$ cat src/rtl/disp_pkg.sv
// Package: shared types and constants for the two-digit scanned display.
// Assumes two digits, common anode, active-low segment and select drive.
package disp_pkg;
    localparam int DIGITS    = 2;
    localparam int SEG_W     = 8;
    localparam int BCD_W     = 4;
    localparam int MAX_SHOWN = 99;
    localparam int RADIX     = 10;

    typedef logic [BCD_W-1:0] bcd_t;
    typedef logic [SEG_W-1:0] seg_t;
    typedef logic [DIGITS-1:0] sel_t;

    localparam seg_t SEG_BLANK = '1;
    localparam sel_t SEL_NONE  = '1;
endpackage

$ cat src/rtl/dec_splitter.sv
// Module: clamps a binary value to MAX_SHOWN and splits it into tens and ones.
// Assumes MAX_SHOWN < 100 so two decimal digits are always enough.
module dec_splitter
    import disp_pkg::*;
#(
    parameter int VAL_W = 7
) (
    input  logic [VAL_W-1:0] value_in,
    output bcd_t             tens,
    output bcd_t             ones
);
    localparam logic [VAL_W-1:0] LIMIT = VAL_W'(MAX_SHOWN);
    localparam logic [VAL_W-1:0] BASE  = VAL_W'(RADIX);

    logic [VAL_W-1:0] clamped;

    // Purpose: saturate out-of-range inputs, then divide by ten.
    always_comb begin
        clamped = (value_in > LIMIT) ? LIMIT : value_in;
        tens    = BCD_W'(clamped / BASE);
        ones    = BCD_W'(clamped % BASE);
    end

    // Purpose: check the digit split against the input it came from.
    always_comb begin
        if (value_in <= LIMIT) begin
            AST_DIGITS_DECIMAL: assert ((tens <= 4'd9) && (ones <= 4'd9) &&
                (int'(tens) * 10 + int'(ones) == int'(value_in)));
        end else begin
            AST_CLAMP_TOP: assert ((tens == 4'd9) && (ones == 4'd9));
        end
    end
endmodule

$ cat src/rtl/seg_encoder.sv
// Module: maps one decimal digit to an active-low {h,g,f,e,d,c,b,a} pattern.
// Assumes digit 0..9; any other code blanks the digit. Decimal point stays dark.
module seg_encoder
    import disp_pkg::*;
(
    input  bcd_t digit,
    output seg_t pattern
);
    logic [6:0] lit;   // active-high {g,f,e,d,c,b,a}

    // Purpose: select which segments form each numeral.
    always_comb begin
        case (digit)
            4'd0:    lit = 7'b0111111;
            4'd1:    lit = 7'b0000110;
            4'd2:    lit = 7'b1011011;
            4'd3:    lit = 7'b1001111;
            4'd4:    lit = 7'b1100110;
            4'd5:    lit = 7'b1101101;
            4'd6:    lit = 7'b1111101;
            4'd7:    lit = 7'b0000111;
            4'd8:    lit = 7'b1111111;
            4'd9:    lit = 7'b1101111;
            default: lit = 7'b0000000;
        endcase
    end

    // Purpose: invert for common-anode drive with the point held off.
    assign pattern = {1'b1, ~lit};
endmodule

$ cat src/rtl/dwell_timer.sv
// Module: slot timer; opens slot 0 after reset, then a new slot every DWELL cycles.
// Assumes DWELL >= 1 and a synchronous active-low reset.
module dwell_timer #(
    parameter int DWELL = 500000
) (
    input  logic clk,
    input  logic rst_n,
    output logic load,
    output logic next_slot
);
    localparam int CNT_W = (DWELL > 1) ? $clog2(DWELL) : 1;
    localparam logic [CNT_W-1:0] LAST = CNT_W'(DWELL - 1);

    logic [CNT_W-1:0] cnt;
    logic             live;
    logic             slot;

    // Purpose: a slot opens at the first edge out of reset and at each dwell end.
    assign load      = !live || (cnt == LAST);
    assign next_slot = live ? ~slot : 1'b0;

    // Purpose: count within a slot and track which slot is showing.
    always_ff @(posedge clk) begin
        if (!rst_n) begin
            cnt  <= '0;
            live <= 1'b0;
            slot <= 1'b0;
        end else if (load) begin
            cnt  <= '0;
            live <= 1'b1;
            slot <= next_slot;
        end else begin
            cnt  <= cnt + 1'b1;
        end
    end

    AST_DWELL_RANGE: assert property (@(posedge clk) disable iff (!rst_n)
        cnt <= LAST);
endmodule

$ cat src/rtl/dec2_scan_display.sv
// Module: two-digit scanned decimal display driver (top).
// Assumes common-anode digits behind inverting select stages; all outputs
// active low. Value is sampled only on the edge that opens each slot.
module dec2_scan_display
    import disp_pkg::*;
#(
    parameter int VAL_W = 7,
    parameter int DWELL = 500000
) (
    input  logic             clk,
    input  logic             rst_n,
    input  logic [VAL_W-1:0] value_in,
    output logic [1:0]       dig_sel_n,
    output logic [7:0]       seg_n
);
    bcd_t digit [DIGITS];
    seg_t pat   [DIGITS];
    logic load;
    logic next_slot;

    dec_splitter #(.VAL_W(VAL_W)) u_split (
        .value_in (value_in),
        .tens     (digit[0]),
        .ones     (digit[1])
    );

    // Purpose: one encoder per digit position.
    for (genvar gi = 0; gi < DIGITS; gi++) begin : g_enc
        seg_encoder u_enc (
            .digit   (digit[gi]),
            .pattern (pat[gi])
        );
    end

    dwell_timer #(.DWELL(DWELL)) u_timer (
        .clk       (clk),
        .rst_n     (rst_n),
        .load      (load),
        .next_slot (next_slot)
    );

    // Purpose: update select and segment bus together at each slot opening.
    always_ff @(posedge clk) begin
        if (!rst_n) begin
            dig_sel_n <= SEL_NONE;
            seg_n     <= SEG_BLANK;
        end else if (load) begin
            dig_sel_n <= ~(sel_t'(1) << next_slot);
            seg_n     <= pat[next_slot];
        end
    end

    AST_RESET_BLANK: assert property (@(posedge clk)
        !rst_n |=> (dig_sel_n == 2'b11) && (seg_n == 8'hFF));
    AST_ONE_SEL: assert property (@(posedge clk) disable iff (!rst_n)
        (dig_sel_n != 2'b11) |-> ($countones(dig_sel_n) == 1));
    AST_SEL_FLIP: assert property (@(posedge clk) disable iff (!rst_n)
        (load && dig_sel_n != 2'b11) |=> (dig_sel_n == ~$past(dig_sel_n)));
    AST_HOLD_IN_SLOT: assert property (@(posedge clk) disable iff (!rst_n)
        !load |=> $stable(dig_sel_n) && $stable(seg_n));
endmodule

$ cat config.mk
export PLATFORM = sky130hd
export DESIGN_NAME = dec2_scan_display
export DESIGN_NICKNAME = d
export VERILOG_FILES = /design/src/rtl/disp_pkg.sv /design/src/rtl/dec_splitter.sv /design/src/rtl/seg_encoder.sv /design/src/rtl/dwell_timer.sv /design/src/rtl/dec2_scan_display.sv
export SDC_FILE = /design/constraint.sdc
export NUM_CORES = 1
export LEC_CHECK = 0
export BUFFER_PORTS_ARGS = -buffer_cell sky130_fd_sc_hd__buf_2
export CAP_MARGIN = 5
export CORE_ASPECT_RATIO = 0.7
export CORE_MARGIN = 4
export CORE_UTILIZATION = 40
export CTS_CLUSTER_SIZE = 28
export DETAILED_ROUTE_END_ITERATION = 10
export GPL_TIMING_DRIVEN = 0
export HOLD_SLACK_MARGIN = 0.15
export SYNTH_ARGS = -nofsm -noshare
export SYNTH_HDL_FRONTEND = slang
export SYNTH_SLANG_ARGS = --single-unit
$ cat constraint.sdc
create_clock -name clk -period 7.1 [get_ports clk]
set_input_delay 0.355 -clock clk [delete_from_list [all_inputs] [get_ports clk]]
set_output_delay 0.355 -clock clk [all_outputs]
set_load 0.01 [all_outputs]
==> reports/qor.txt <==
die extent in y -> 71.9 um
area share of the largest cell type after synthesis -> 25.7%
clock root buffer -> sky130_fd_sc_hd__clkbuf_8
post-route design area -> 0.00261 mm2
register area share after synthesis -> 25.7%
Setup TNS Final -> 0 ps
count of input and output buffers -> 15
logic depth of the worst path, buffers included -> 23
data arrival time of the worst path -> 5530 ps
crit path cell chain -> buf_2 > buf_4 > nand2_1 > and2_1 > ha_1 > o311ai_2 > ha_1 > clkbuf_1 > o21bai_1 > a211oi_1 > a21oi_1 > and4_1 > a211oi_4 > ha_1 > inv_1 > a31oi_1 > o21ai_2 > xnor2_1 > inv_1 > ha_1 > mux2_1 > a222oi_1 > nand2_1
FP Rows -> 22
total power per unit cell area -> 199 mW/mm2
total cell area at the placement stage -> 0.00250 mm2
count of final hold-check violations -> 0
pin count of the biggest net entering global routing -> 11
Resize count post-CTS -> 0
top-level I/O count -> 19
mux contribution to synthesized area -> 2.89%
kind of critical path -> input port to register
Congestion Overflow GR -> 0
half-perimeter wire length of the detailed placement result -> 3900 um
post-detailed-route wirelength per cell -> 13.3 um
post-synth top area cell -> sky130_fd_sc_hd__dfxtp_1
met2 WL post-DR -> 1930 um
Yosys reg bits -> 30
CP Data Required Time -> 7260 ps
status -> completed
Synth area leaders -> sky130_fd_sc_hd__dfxtp_1, sky130_fd_sc_hd__ha_1, sky130_fd_sc_hd__nor2_1
prevailing post-synth register cell -> sky130_fd_sc_hd__dfxtp_1
R2R cell count -> 7
final net count -> 335
worst-margin pin slew -> 587 ps
GPL Wtd Cong -> 0.849
source of the worst hold timing path -> rst_n
maximum vdd ir drop -> 0.0566 mV
maximum fanout count along the critical path -> 10
count of different cell masters after synthesis -> 62
worst reg2reg path startpoint -> u_timer.cnt[0]$_SDFF_PP0_
width of the die -> 99.3 um
headroom to the max-slew limit -> 60.8%
cell with the most instances on the worst path -> sky130_fd_sc_hd__ha_1
ys async rst share -> 0%
first-pass GRT wire length -> 8470 um
aggregate global-route resource usage -> 14.5%
crit-path max cell delay -> 580 ps
final count of pins violating max slew -> 0
setup repair after global routing missed its margin -> false
count of TritonRoute iterations in the first routing pass -> 4
count of hold buffers inserted by post-cts repair -> 0
number of nets in the synthesized netlist -> 313
share of final-layout standard cells stronger than drive strength 1 -> 13.7%
Initial Util -> 42.8%
Hold Path Depth -> 2
synthesized area -> 0.00233 mm2
FF-to-FF End -> u_timer.cnt[6]$_SDFF_PP0_
path type of the worst min-delay path -> input port to register
upper clock frequency limit -> 186 MHz
Compound-Gate Fraction of Synth Area -> 22.1%
number of enable flip-flop cells after synthesis -> 0
number of maximum-capacitance constraint violations -> 0
XOR/XNOR Fraction of Synth Area -> 7.88%
routed wire length on met3 -> 267 um
final standard cell utilization of the core -> 47.9%
leading cell types in the layout, fill and taps excluded -> sky130_fd_sc_hd__nor2_1, sky130_fd_sc_hd__nand2_1, sky130_fd_sc_hd__dfxtp_1
max layer used -> met4
Post-CTS Setup Inserts -> 0
antenna violations before repair -> 0
leakage -> 1.06 nW
met1 routed wirelength after detailed routing -> 2870 um
fraction of the mapped netlist area in adder cells -> 7.50%
maximum clock skew at final layout -> 5.71 ps
basic-gate share of the synthesized area counting and, or, nand and nor cells -> 28.4%
startpoint type of the worst setup path -> input port
number of DRC violations after detailed routing -> 0
count of inserted antenna diode cells -> 0
combinational family with the most area after synthesis -> simple AND/OR/NAND/NOR gates
CTS tree -> done
setup slack of the most critical reg-to-reg path -> 4850 ps
most common library cell in the layout ignoring fill and taps -> sky130_fd_sc_hd__nor2_1
Core Region -> 0.00545 mm2
CTS Buf Count -> 5
H-tree Lvls -> 2
clock slew at reported path FFs -> 60 ps
clock buffer depth -> 2
overall routed net length -> 5130 um
overall via count from detail_route -> 2083
Buf+Inv Stages, Crit Path -> 5
final period demand of the worst path -> 5360 ps
Area Overhead vs Synth -> 11.8%
Max stage delay cell, worst path -> sky130_fd_sc_hd__o311ai_2
clock sink count -> 30
final critical-path share of the clock period -> 75.6%
per-instance average area after synthesis -> 8.05 um2
endpoints failing setup -> 0
clock latency at the later pin of the worst-skew pair -> 280 ps
count of routing violations after the opening detailed-route iteration -> 99
vias in the first global route -> 1757
Worst Setup End Kind -> register
Synthesis Warnings -> 0
post-route ant nets -> 0
vias per inst -> 5.41
Worst Hold Endpoint -> dig_sel_n[1]$_SDFFE_PN1P_
Largest delay share family, worst path -> compound AO/OA/AOI/OAI gates
number of standard cells after synthesis -> 290
area enclosed by the die boundary -> 0.00714 mm2
==> registers in the layout (all words and copies together), names as in the netlist <==
| signal | count |
|---|---|
| seg_n | 7 |
| u_timer.live | 1 |
| dig_sel_n | 2 |
| u_timer.cnt | 19 |
| u_timer.slot | 1 |
==> routing by layer <==
metal	GRT usage (%)	vias to the layer above
li1	-	1082
met1	23.4	943
met2	18.4	50
met3	3.36	8
met4	4.09	0
met5	0	-
==> metrics by stage <==
| step | setup WS (ps) | total power (W) | hold WS [ps] | cells |
|---|---|---|---|---|
| after floorplan | 2310 | 0.000323 | 426 | 290 |
| after CTS | 1750 | 0.000523 | 433 | 385 |
| after detailed placement | 1460 | 0.000362 | 453 | 377 |
| after global placement | 1470 | 0.000360 | 446 | 377 |
| after global routing | 1180 | 0.000552 | 466 | 385 |
| final | 1740 | 0.000518 | 426 | 385 |
==> report_power, final <==
group / total, W / internal [W] / switching, W
sequential: 0.000178 / 0.000174 / 0.00000344
clock: 0.000159 / 0.0000977 / 0.0000616
combinational: 0.000181 / 0.0000748 / 0.000107
==> cell usage after synthesis, drive strengths merged (3+ instances only) <==
library cell	n
nor2	38
nand2	31
dfxtp	30
inv	15
o21ai	15
ha	14
nand3	14
xor2	11
a21oi	10
xnor2	10
nand4	7
clkbuf	6
nand2b	6
nor3	6
a31oi	5
and3	5
buf	5
a2bb2oi	4
and2	4
nor4b	4
a211oi	3
a21o	3
a222oi	3
mux2	3
mux2i	3
nor2b	3
o211ai	3
==> cell families after synthesis <==
group | after synthesis
xor+xnor | 21
buf+inv | 26
mux | 6
simple gates | 128
fa+ha+maj | 14
other cells | 1
compound gates | 64
flops | 30
==> worst max path at each step <==
stage                      from  slack, ps               endpoint
floorplan           value_in[5]       2310  seg_n[0]$_SDFFE_PN1P_
global placement    value_in[5]       1470  seg_n[3]$_SDFFE_PN1P_
detailed placement  value_in[5]       1460  seg_n[0]$_SDFFE_PN1P_
CTS                 value_in[5]       1750  seg_n[0]$_SDFFE_PN1P_
global route        value_in[5]       1180  seg_n[3]$_SDFFE_PN1P_
finish              value_in[5]       1740  seg_n[0]$_SDFFE_PN1P_
==> layout make-up <==
type	count	area [um2]
Tap cell	72	90.1
Fill cell	537	2840
Sequential cell	30	601
Multi-Input combinational cell	234	1610
Clock buffer	8	110
Timing Repair Buffer	15	75.1
Buffer	11	67.6
Inverter	15	56.3
Note: power is estimated with default switching activity, not from simulation.
